### config.mk
export PLATFORM = sky130hd
export DESIGN_NAME = pbus_bridge
export DESIGN_NICKNAME = d
export VERILOG_FILES = /design/src/rtl/pbus_pkg.sv /design/src/rtl/pbus_decode.sv /design/src/rtl/pbus_wait_ctr.sv /design/src/rtl/pbus_pin_map.sv /design/src/rtl/pbus_bridge.sv
export SDC_FILE = /design/constraint.sdc
export NUM_CORES = 1
export LEC_CHECK = 0
export ABC_AREA = 1
export BUFFER_PORTS_ARGS = -buffer_cell sky130_fd_sc_hd__buf_2
export CORE_AREA = 2 2 63 124
export DETAILED_ROUTE_END_ITERATION = 16
export DIE_AREA = 0 0 65 126
export GPL_TIMING_DRIVEN = 0
export PLACE_DENSITY = 0.71
export SYNTH_ARGS = -nofsm -noshare
export SYNTH_HDL_FRONTEND = slang
export SYNTH_SLANG_ARGS = --single-unit
### constraint.sdc
create_clock -name clk -period 2.85 [get_ports clk]
set_input_delay 0.4275 -clock clk [delete_from_list [all_inputs] [get_ports clk]]
set_output_delay 0.4275 -clock clk [all_outputs]
set_load 0.01 [all_outputs]
### src/rtl/pbus_pkg.sv
package pbus_pkg;

    localparam int PADDR_W = 24;
    localparam int PDATA_W = 8;

    localparam logic [3:0] CMD_MEM_RD = 4'b0110;
    localparam logic [3:0] CMD_MEM_WR = 4'b0111;
    localparam logic [3:0] CMD_CFG_RD = 4'b1010;
    localparam logic [3:0] CMD_CFG_WR = 4'b1011;

    typedef enum logic [2:0] {
        S_IDLE,
        S_DECODE,
        S_LEAD,
        S_STROBE,
        S_READY,
        S_ABORT
    } state_t;

    typedef struct packed {
        state_t              st;
        logic                is_wr;
        logic [PADDR_W-1:0]  addr;
        logic [PDATA_W-1:0]  wdata;
        logic [PDATA_W-1:0]  rdata;
    } ctl_t;

endpackage

### src/rtl/pbus_decode.sv
module pbus_decode #(
    parameter int          SEL_W = 8,
    parameter logic [7:0]  BASE  = 8'hC0
) (
    input  logic [SEL_W-1:0] ad_hi,
    input  logic [3:0]       cmd,
    output logic             hit_rd,
    output logic             hit_wr,
    output logic             is_cfg
);
    import pbus_pkg::*;

    logic in_window;

    always_comb begin
        in_window = (ad_hi == BASE[SEL_W-1:0]);
        hit_rd    = in_window && (cmd == CMD_MEM_RD);
        hit_wr    = in_window && (cmd == CMD_MEM_WR);
        is_cfg    = (cmd == CMD_CFG_RD) || (cmd == CMD_CFG_WR);
    end
endmodule

### src/rtl/pbus_wait_ctr.sv
module pbus_wait_ctr #(
    parameter int W = 4
) (
    input  logic         clk,
    input  logic         rst_n,
    input  logic         load,
    input  logic [W-1:0] load_val,
    input  logic         dec,
    output logic         zero
);
    logic [W-1:0] cnt_d, cnt_q;

    always_comb begin
        cnt_d = cnt_q;
        if (load)
            cnt_d = load_val;
        else if (dec && (cnt_q != '0))
            cnt_d = cnt_q - 1'b1;
        zero = (cnt_q == '0);
    end

    always_ff @(posedge clk or negedge rst_n) begin
        if (!rst_n) cnt_q <= '0;
        else        cnt_q <= cnt_d;
    end

    p_no_wrap_r4: assert property (@(posedge clk) disable iff (!rst_n)
        (dec && !load && cnt_q == '0) |=> (cnt_q == '0));
endmodule

### src/rtl/pbus_pin_map.sv
module pbus_pin_map
    import pbus_pkg::*;
#(
    parameter int AD_W = 32
) (
    input  state_t              st,
    input  logic                is_wr,
    input  logic [PDATA_W-1:0]  rdata,
    output logic [AD_W-1:0]     ad_out,
    output logic                ad_oe,
    output logic [3:0]          cbe_n_out,
    output logic                cbe_oe,
    output logic                par_out,
    output logic                par_oe,
    output logic                perr_n_out,
    output logic                perr_oe,
    output logic                parchk_en,
    output logic                trdy_n,
    output logic                devsel_n,
    output logic                stop_n,
    output logic                ce_n
);
    logic active, pins_on, strobe_on;

    always_comb begin
        active    = (st == S_DECODE) || (st == S_LEAD) ||
                    (st == S_STROBE) || (st == S_READY);
        pins_on   = (st == S_LEAD) || (st == S_STROBE) || (st == S_READY);
        strobe_on = (st == S_STROBE);

        cbe_n_out[0] = !(strobe_on && !is_wr);
        cbe_n_out[1] = !(strobe_on && is_wr);
        cbe_n_out[2] = !strobe_on;
        cbe_n_out[3] = 1'b1;
        cbe_oe       = pins_on;
        ce_n         = !pins_on;

        devsel_n   = !active;
        trdy_n     = !(st == S_READY);
        stop_n     = !(st == S_ABORT);

        ad_oe      = (st == S_READY) && !is_wr;
        ad_out     = {{(AD_W-PDATA_W){1'b0}}, rdata};

        par_oe     = active;
        perr_oe    = active;
        par_out    = 1'b0;
        perr_n_out = 1'b1;
        parchk_en  = !active;
    end
endmodule

### src/rtl/pbus_bridge.sv
module pbus_bridge
    import pbus_pkg::*;
#(
    parameter int         AD_W   = 32,
    parameter int         WAIT_W = 4,
    parameter logic [7:0] BASE   = 8'hC0
) (
    input  logic                clk,
    input  logic                rst_n,
    input  logic                frame_n,
    input  logic                irdy_n,
    input  logic [AD_W-1:0]     ad_in,
    input  logic [3:0]          cbe_n_in,
    input  logic [WAIT_W-1:0]   wait_cfg,
    input  logic [7:0]          pdata_in,
    output logic [AD_W-1:0]     ad_out,
    output logic                ad_oe,
    output logic [3:0]          cbe_n_out,
    output logic                cbe_oe,
    output logic                par_out,
    output logic                par_oe,
    output logic                perr_n_out,
    output logic                perr_oe,
    output logic                parchk_en,
    output logic                trdy_n,
    output logic                devsel_n,
    output logic                stop_n,
    output logic                ce_n,
    output logic [23:0]         paddr,
    output logic [7:0]          pdata_out
);
    localparam int SEL_W = AD_W - PADDR_W;

    ctl_t ctl_d, ctl_q;
    logic hit_rd, hit_wr, is_cfg;
    logic cnt_load, cnt_dec, cnt_zero;

    pbus_decode #(.SEL_W(SEL_W), .BASE(BASE)) u_dec (
        .ad_hi  (ad_in[AD_W-1:PADDR_W]),
        .cmd    (cbe_n_in),
        .hit_rd (hit_rd),
        .hit_wr (hit_wr),
        .is_cfg (is_cfg)
    );

    pbus_wait_ctr #(.W(WAIT_W)) u_wait (
        .clk      (clk),
        .rst_n    (rst_n),
        .load     (cnt_load),
        .load_val (wait_cfg),
        .dec      (cnt_dec),
        .zero     (cnt_zero)
    );

    always_comb begin
        ctl_d    = ctl_q;
        cnt_load = 1'b0;
        cnt_dec  = 1'b0;
        case (ctl_q.st)
            S_IDLE: begin
                if (!frame_n) begin
                    if (hit_rd || hit_wr) begin
                        ctl_d.st    = S_DECODE;
                        ctl_d.is_wr = hit_wr;
                        ctl_d.addr  = ad_in[PADDR_W-1:0];
                    end else if (is_cfg) begin
                        ctl_d.st = S_ABORT;
                    end
                end
            end
            S_DECODE: begin
                ctl_d.wdata = ad_in[PDATA_W-1:0];
                ctl_d.st    = frame_n ? S_LEAD : S_ABORT;
            end
            S_LEAD: begin
                cnt_load = 1'b1;
                ctl_d.st = S_STROBE;
            end
            S_STROBE: begin
                if (cnt_zero) begin
                    ctl_d.st = S_READY;
                    if (!ctl_q.is_wr) ctl_d.rdata = pdata_in;
                end else begin
                    cnt_dec = 1'b1;
                end
            end
            S_READY: begin
                if (!irdy_n) ctl_d.st = S_IDLE;
            end
            S_ABORT: begin
                if (frame_n) ctl_d.st = S_IDLE;
            end
            default: ctl_d.st = S_IDLE;
        endcase
    end

    always_ff @(posedge clk or negedge rst_n) begin
        if (!rst_n) begin
            ctl_q.st    <= S_IDLE;
            ctl_q.is_wr <= 1'b0;
            ctl_q.addr  <= '0;
            ctl_q.wdata <= '0;
            ctl_q.rdata <= '0;
        end else begin
            ctl_q <= ctl_d;
        end
    end

    pbus_pin_map #(.AD_W(AD_W)) u_pins (
        .st         (ctl_q.st),
        .is_wr      (ctl_q.is_wr),
        .rdata      (ctl_q.rdata),
        .ad_out     (ad_out),
        .ad_oe      (ad_oe),
        .cbe_n_out  (cbe_n_out),
        .cbe_oe     (cbe_oe),
        .par_out    (par_out),
        .par_oe     (par_oe),
        .perr_n_out (perr_n_out),
        .perr_oe    (perr_oe),
        .parchk_en  (parchk_en),
        .trdy_n     (trdy_n),
        .devsel_n   (devsel_n),
        .stop_n     (stop_n),
        .ce_n       (ce_n)
    );

    assign paddr     = ctl_q.addr;
    assign pdata_out = ctl_q.wdata;

    p_strobe_excl_r3: assert property (@(posedge clk) disable iff (!rst_n)
        cbe_oe |-> (cbe_n_out[1:0] != 2'b00));

    p_ce_lead_r5: assert property (@(posedge clk) disable iff (!rst_n)
        $fell(cbe_n_out[2]) |-> $past(!ce_n));

    p_trdy_once_r6: assert property (@(posedge clk) disable iff (!rst_n)
        (!trdy_n && !irdy_n) |=> trdy_n);

    p_abort_quiet_r10: assert property (@(posedge clk) disable iff (!rst_n)
        !stop_n |-> (devsel_n && trdy_n && !cbe_oe));

    p_parity_hold_r9: assert property (@(posedge clk) disable iff (!rst_n)
        !ce_n |-> (par_oe && perr_oe && !parchk_en && !devsel_n));

    p_rdata_slot_r7: assert property (@(posedge clk) disable iff (!rst_n)
        ad_oe |-> (!trdy_n && $past(cbe_oe)));
endmodule

* After elaboration in Yosys (flattened, before gate mapping)
Cells that the tools add are included.
Word-level totals: register bits 48
Operators by class: $add $sub $neg 1, eq/ne operators 15, mux-type cells 14, bitwise gates (word level) 2, reductions and logical operators 28
Operators with widths (count):
- $mux 28 | 1
- $mux 25 | 1
- $mux 3 | 6
- $pmux 3 s6 | 1
- $eq 4x3->1 const B | 2
- $eq 4x4->1 const B | 2
- $eq 8x8->1 const B | 1
- $logic_not 1->1 | 8
- $mux 4 | 2
- $ne 2x2->1 const B | 4
- $logic_or 1x1->1 | 7
- $eq 3x2->1 const B | 2
- $eq 3x3->1 const B | 2
- $logic_and 1x1->1 | 6
- $reduce_and 3->1 | 2
- $reduce_and 5->1 | 1
- $logic_not 4->1 | 1
- $reduce_bool 4->1 | 1
- $sub 4x1->4 const B | 1
- $eq 3x1->1 const B | 1
- $logic_not 3->1 | 1
- $mux 1 | 3
- $ne 3x3->1 const B | 1
- $not 1->1 | 2
- $reduce_bool 2->1 | 1

* Logic depth before layout (Yosys ltp)
Gate-level depths: netlist of the first run.
word-level depth 6, gate-level depth with buffers 10

* By module
A second synthesis of the first run with hierarchy kept.
Second synthesis, totals: cells, all modules 367, area, all modules 2929.1 µm²
Modules (own cells, without submodules):
- pbus_bridge | times used 1, cells each 240, area each 2169.6 µm²
- pbus_pin_map | times used 1, cells each 60, area each 377.9 µm²
- pbus_wait_ctr | times used 1, cells each 46, area each 295.3 µm²
- pbus_decode | times used 1, cells each 21, area each 86.3 µm²

* Least setup slack after synthesis of the first run
No wires, ideal clock.
path kind register to output, start point register, netlist name ctl_q[43], end point output port parchk_en, data arrival time 1.405 ns, required time 2.423 ns, slack 1.017 ns, cell stages (with the launch flop) 8, path through dfrtp_1 > inv_1 > nand2_2 > nor2_1 > inv_1 > nand4_1 > inv_1 > buf_4
Between the ends: longest elaborated chain between the ends 5
RTL lines:
- $eq 3x1->1 / $eq 3x2->1 (equally long branches) | line pbus_pin_map.sv:26 | active = (st == S_DECODE) || (st == S_LEAD) ||
- $logic_or 1x1->1 (2 in series) | line pbus_pin_map.sv:26
- $logic_or 1x1->1 * | line pbus_pin_map.sv:27 | (st == S_STROBE) || (st == S_READY);
- named net par_oe | line pbus_bridge.sv:21 | output logic par_oe,
- $logic_not 1->1 *
- end, declared | line pbus_bridge.sv:24 | output logic parchk_en,
Mark *: on every way through the listed nets, which the timed path passes. The rest lies on a longest branch.

* Worst setup path in the final report of the first run
start point register, netlist name ctl_q[43], end point output port parchk_en
Between the ends: longest elaborated chain between the ends 5
RTL lines:
- $eq 3x1->1 / $eq 3x2->1 (equally long branches) | line pbus_pin_map.sv:26
- $logic_or 1x1->1 (2 in series) | line pbus_pin_map.sv:26
- $logic_or 1x1->1 * | line pbus_pin_map.sv:27
- $logic_not 1->1 * | line pbus_pin_map.sv:49 | parchk_en = !active;
Every way passes the cells marked *; elsewhere a longest branch is shown, timed or not.

==> reports/qor.txt, run 1 <==
Met1 Usage GRT: 14.3%
First-pass iteration count of the detailed router: 4
Number of antenna violations at the first check in global routing: 0
WP data arrival: 1960 ps
Met2 global-route usage: 28.4%
Number of instances in the synthesized netlist: 334
Area share of xor/xnor cells in the synthesized design: 0.326%
Number of clock buffers inserted by TritonCTS: 5
Worst hold-check slack: 337 ps
Initial DRC count: 82
Total number of vias: 2372
Wire length per cell: 10.8 um
Maximum number of pins on one net before global-route repair: 49
Flip-flop and latch count after synthesis: 48
Most common cell after layout, fill and taps aside: buf_2
Row count: 44
Number of H-tree levels: 2
Per-instance average area after synthesis: 8.03 um2
Cell types occupying the most area after synthesis: dfrtp_1, buf_4, nand2_1
CTS tree: built
Sum of routed wire length over all layers: 6060 um
Pin slew with the least headroom to its limit: 1100 ps
Clock network latency to the later pin of the worst-skew pair: 290 ps
Count of maximum capacitance violations: 0
Kind of end point of the critical path: output port
Standby leakage power: 2.14 nW
Largest fanout on the critical path: 7
Kind of critical path: reg -> out
Post-CTS sizing: 0
Post-layout min period: 2390 ps
Crit share post-route: 83.7%
Placeable Area: 0.00721 mm2
Max-slew violation count: 0
RD Place Congestion: 0.777
Compound-cell area share of the yosys netlist: 10.2%
# DRC: 0
Worst vdd ir: 0.000398 V
Share of Yosys cell area claimed by the top area cell type: 44.8%
Gr busiest metal: met2
Post-place setup slack: 800 ps
Area share of and/or/nand/nor cells after synthesis: 16.2%
Share of synthesized cell area in full adder, half adder and majority cells: 0.466%
Final Hold Violating Endpoints: 0
Number of inserted filler cells in the final layout: 726
Summed instance area of the synthesized netlist: 0.00268 mm2
Fin Setup TNS: 0 ps
Buffer levels on the longest clock path: 2
Number of antenna repair diodes: 0
GRT Resource Usage Total: 15.2%
Routed via count divided by cell count: 4.23
Total of warnings raised by yosys: 0
Full die area: 0.00819 mm2
Starting utilization of the core area: 37.2%
Critical path startpoint category: register
Combinational family with the most area after synthesis: buffers and inverters
Number of buffers added to fix hold violations after cts: 0
Die height: 126 um
Fin worst setup slack: 464 ps
Overflow left after global routing: 0
RSZ-0062 raised after global routing: false
Clock Skews: 4.54 ps
Post-detail-place hpwl: 4790 um
Die X: 65 um
Met3 routing resource usage after global routing: 3.57%
Post-CTS Repair Setup Buffers: 0
First-pass GRT wire length: 9560 um
Via count of the first global-routing pass: 2256
I/O pin cnt: 131
Multiplexer fraction of the synthesized cell area: 0%
Total chip power: 2.80 mW
Worst min path class: in -> async
Clock slew seen by the registers of the worst setup and hold paths: 60 ps
Count of buffers inserted at the top-level ports: 103
Share of cells above drive strength 1: 39.9%
Nets: 522
Finish-stage setup viols: 0
Maximum clock frequency: 419 MHz
Layout overhead on the synthesized area: 33.9%
Core Util, Final: 49.8%
CTS sink count: 48
Sequential-to-total area share from yosys stat: 44.8%
Top library cells by usage in the layout, fill and taps aside: buf_2, nand2_1, buf_4, inv_1, dfrtp_1
Power density normalized to cell area: 779 mW/mm2
Worst-case headroom to the max-slew limit: 26.4%
Detail Route Antenna Nets: 0
Library cell with the largest summed area after synthesis: dfrtp_1
Run status: finished, final reports clean
CP Data Required Time: 2420 ps
Buffer cell driving the clock tree root: clkbuf_16
Number of distinct standard cells referenced by the synthesized netlist: 24
cells in the mapped netlist, drive strengths merged:
cell type / n
nor2: 10
a21oi: 2
or2: 1
xnor2: 1
dfrtp: 48
o211ai: 2
buf: 72
nand2: 77
o21ai: 48
nor3: 1
clkbuf: 5
ha: 1
nand4: 4
o31ai: 1
nand3: 9
inv: 50
conb: 2
stage by stage:
step	std cells	instance area, um2
6_report	561	3590
5_1_grt	561	3590
4_1_cts	561	3590
3_5_place_dp	554	3410
3_3_place_gp	554	3410
2_1_floorplan	359	2780
area by class of cell:
type,count,area [um2],share of cell area [%]
multi-input cells,184,830,23.1
repair buffers,103,515,14.4
inverters,50,188,5.22
well taps,92,115,3.20
clock buffers,5,125,3.48
clock inverters,2,60.1,1.67
flip-flops and latches,48,1200,33.4
plain buffers,77,558,15.5
kinds of logic after synthesis:
kind of cell / Yosys count
other: 2
AND/OR/NAND/NOR: 102
AO/OA/AOI/OAI: 53
adder cells (fa/ha/maj): 1
XOR/XNOR: 1
flip-flops: 48
buffers and inverters: 127
state kept, by name (all words and copies together) (netlist names):
signal        cells
u_wait.cnt_q      4
pdata_out         8
paddr            24
ctl_q            12
where the power goes:
group	total, mW	leakage, nW	internal, mW	switching [mW]
combinational	1.13	1.43	0.520	0.611
sequential	0.926	0.621	0.840	0.0868
clock	0.739	0.0899	0.497	0.242
total	2.80	2.14	1.86	0.940
per-layer routing:
layer / up-vias / wire [um]
met2: 98 / 3300
met5: - / 0
met1: 1066 / 2100
li1: 1195 / -
met4: 0 / 212
met3: 13 / 446
worst paths after layout:
check | from | end | slack, ps | cells after the start
min in group clk | pdata_in[1] | ctl_q[1]$_DFFE_PN0P_ | 340 | 3
max in group asynchronous | rst_n | paddr[10]$_DFFE_PN0P_ | 1820 | 1
hold reg to reg | paddr[16]$_DFFE_PN0P_ | paddr[16]$_DFFE_PN0P_ | 480 | 2
setup / recovery | ctl_q[43]$_DFFE_PN0P_ | parchk_en | 460 | 8
setup reg to reg | ctl_q[41]$_DFFE_PN0P_ | paddr[0]$_DFFE_PN0P_ | 1110 | 7
hold / removal | rst_n | u_wait.cnt_q[0]$_DFFE_PN0P_ | 340 | 1
critical path, stage by stage (launching register included):
cell,delay [ps]
dfrtp_1,430
inv_1,130
nand2_2,90
nor2_1,320
inv_1,200
nand4_1,180
inv_1,70
buf_4,120
buf_2,120
Note: power is estimated with default switching activity, not from simulation.
==> inputs of run 2 (changes only) <==
--- a/config.mk
+++ b/config.mk
@@ -11,7 +11,7 @@
 export DETAILED_ROUTE_END_ITERATION = 16
 export DIE_AREA = 0 0 65 126
 export GPL_TIMING_DRIVEN = 0
-export PLACE_DENSITY = 0.71
+export PLACE_DENSITY = 0.74
 export SYNTH_ARGS = -nofsm -noshare
 export SYNTH_HDL_FRONTEND = slang
 export SYNTH_SLANG_ARGS = --single-unit
==> constraint.sdc (replaced) <==
create_clock -name clk -period 1.96 [get_ports clk]
set_input_delay 0.294 -clock clk [delete_from_list [all_inputs] [get_ports clk]]
set_output_delay 0.294 -clock clk [all_outputs]
set_load 0.01 [all_outputs]
==> reports/qor.txt, run 2 (same netlist as run 1, synthesis figures left out) <==
Max-slew violation count: 0 (unchanged)
Post-place setup slack: 71.3 ps (was 800 ps)
Wire length per cell: 10.7 um (was 10.8 um)
Number of antenna repair diodes: 0 (unchanged)
RD Place Congestion: 0.740 (was 0.777)
Count of maximum capacitance violations: 0 (unchanged)
Critical Path Start: ctl_q[43]$_DFFE_PN0P_ (unchanged)
Sum of routed wire length over all layers: 6060 um (unchanged)
Post-layout min period: 1890 ps
Largest register FFs: 24 (unchanged)
Starting utilization of the core area: 37.2% (unchanged)
Number of H-tree levels: 2 (unchanged)
Final Cell Area: 0.00361 mm2 (was 0.00359 mm2)
Peak per-stage delay on the critical path: 450 ps (was 430 ps)
Core Util, Final: 50.1% (was 49.8%)
Largest fanout on the critical path: 10 (was 7)
Number of buffers and inverters on the critical path: 4 (was 5)
Fin worst setup slack: 68.3 ps (was 464 ps)
# DRC: 0 (unchanged)
Placeable Area: 0.00721 mm2 (unchanged)
Standard cell area after detailed placement: 0.00341 mm2 (unchanged)
Final Hold Violating Endpoints: 0 (unchanged)
Critical-path top delay cell: dfrtp_2 (was dfrtp_1)
Run status: finished, final reports clean (unchanged)
Buffer cell driving the clock tree root: clkbuf_16 (unchanged)
Worst vdd ir: 0.000544 V (was 0.000398 V)
I/O pin cnt: 131 (unchanged)
CP Data Required Time: 1670 ps (was 2420 ps)
Die X: 65 um (unchanged)
Layout Cells excl Fill: 565 (was 561)
Number of clock buffers inserted by TritonCTS: 5 (unchanged)
Total routed wire length on the met1 layer: 2100 um (about the same)
Kind of end point of the critical path: output port (unchanged)
Maximum number of pins on one net before global-route repair: 49 (unchanged)
Most common cell after layout, fill and taps aside: buf_2 (unchanged)
Standby leakage power: 2.15 nW (was 2.14 nW)
Area of the multi-input gates: 850 um2 (was 830 um2)
Count of buffers inserted at the top-level ports: 103 (unchanged)
Total number of vias: 2359 (was 2372)
Nets: 526 (was 522)
Layout overhead on the synthesized area: 34.7% (was 33.9%)
Timing endpoint of the critical path: cbe_n_out[0] (was parchk_en)
GRT Resource Usage Total: 15.7% (was 15.2%)
Via count of the first global-routing pass: 2267 (was 2256)
Stages on the worst setup path: 7 (was 8)
Finish-stage setup viols: 0 (unchanged)
Number of antenna violations at the first check in global routing: 0 (unchanged)
Full die area: 0.00819 mm2 (unchanged)
Maximum clock frequency: 529 MHz
# placed instances: 554 (unchanged)
CTS sink count: 48 (unchanged)
WP data arrival: 1600 ps (was 1960 ps)
RSZ-0062 raised after global routing: true (was false)
Routed via count divided by cell count: 4.18 (was 4.23)
Detail Route Antenna Nets: 0 (unchanged)
Reg2Reg Launch Point: ctl_q[41]$_DFFE_PN0P_ (unchanged)
Worst reg2reg path depth: 7 (unchanged)
Top library cells by usage in the layout, fill and taps aside: buf_2, nand2_1, buf_4, o21ai_0, dfrtp_1 (was buf_2, nand2_1, buf_4, inv_1, dfrtp_1)
Largest delay share family, worst path: flip-flops (was buffers and inverters)
Number of buffers added to fix hold violations after cts: 0 (unchanged)
Worst-case headroom to the max-slew limit: 29.7% (was 26.4%)
Die height: 126 um (unchanged)
Pin slew with the least headroom to its limit: 1050 ps (was 1100 ps)
First-pass GRT wire length: 9860 um (was 9560 um)
Clock Skews: 1.32 ps (was 4.54 ps)
Initial DRC count: 61 (was 82)
Buffer levels on the longest clock path: 2 (unchanged)
Total chip power: 3.96 mW (was 2.80 mW)
Row count: 44 (unchanged)
Share of cells above drive strength 1: 42.3% (was 39.9%)
Total length of routed met3 wires: 474 um (was 446 um)
FF+latch area: 0.00120 mm2 (about the same)
Reg-to-Reg End: paddr[23]$_DFFE_PN0P_ (was paddr[0]$_DFFE_PN0P_)
Power density normalized to cell area: 1100 mW/mm2 (was 779 mW/mm2)
Post-detail-place hpwl: 4810 um (was 4790 um)
Met2 Routed Length: 3260 um (was 3300 um)
Overflow left after global routing: 0 (unchanged)
Top layer reached by signal wires: met4 (unchanged)
List of cells traversed by the critical path: inv_4, nand2_2, nor2_4, inv_2, or2_1, buf_6, buf_2 (was inv_1, nand2_2, nor2_1, inv_1, nand4_1, inv_1, buf_4, buf_2)
Crit share post-route: 96.5%
Number of inserted filler cells in the final layout: 712 (was 726)
Clock network latency to the later pin of the worst-skew pair: 290 ps (about the same)
Critical path startpoint category: register (unchanged)
First-pass iteration count of the detailed router: 4 (unchanged)
CTS tree: built (unchanged)
Worst min path class: in -> async (unchanged)
Clock slew seen by the registers of the worst setup and hold paths: 60 ps (about the same)
Kind of critical path: reg -> out (unchanged)
Reg-to-reg setup timing slack: 250 ps (was 1110 ps)
==> run 2: power breakdown <==
part           leakage (nW)  internal, mW  total [mW]  switching (mW)
Sequential            0.619          1.22        1.36           0.138
Clock                0.0760         0.535       0.880           0.344
Combinational          1.45         0.805        1.72           0.915
Total                  2.15          2.57        3.96            1.40
==> run 2: repair_timing <==
item	4_1_cts	5_1_grt
pin swaps	2	1
hold endpoints to repair	0	0
gates resized for setup	8	4
buffers inserted	2	2
endpoints found under the setup margin	4	9
==> run 2: layout make-up <==
cell class	count	area share [%]
plain buffers	77	15.4
well taps	92	3.18
inverters	50	5.26
multi-input cells	184	23.5
repair buffers	107	15.1
clock buffers	7	4.22
flip-flops and latches	48	33.3
==> run 2: worst register-to-register path, stage by stage, from the launching register on <==
cell and delay (ps):
dfrtp_2 440, inv_2 120, nand3_1 120, nor2_1 130
nand4_1 230, clkbuf_1 320, nand2_1 120, o21ai_0 100
==> run 2: through the flow <==
stage          TNS, ps  hold slack (ps)
6_report             0              191
5_1_grt          -9.45              205
4_1_cts              0              201
3_5_place_dp         0              475
3_3_place_gp         0              468
2_1_floorplan        0            -1.59
==> run 2: worst min path at each step <==
| stage | endpoint | cells after the start |
|---|---|---|
| 6_report | u_wait.cnt_q[0]$_DFFE_PN0P_ | 1 |
| 5_1_grt | ctl_q[0]$_DFFE_PN0P_ | 3 |
| 4_1_cts | ctl_q[6]$_DFFE_PN0P_ | 3 |
| 3_5_place_dp | pdata_out[1]$_DFFE_PN0N_ | 2 |
| 3_3_place_gp | paddr[8]$_DFFE_PN0P_ | 2 |
| 2_1_floorplan | ctl_q[0]$_DFFE_PN0P_ | 0 |
==> run 2: layer usage <==
metal | global-route usage [%] | vias to the layer above
met1 | 15.1 | 1039
met3 | 4.73 | 14
li1 | - | 1210
met4 | 7.88 | 0
met5 | 0 | -
met2 | 28.9 | 96
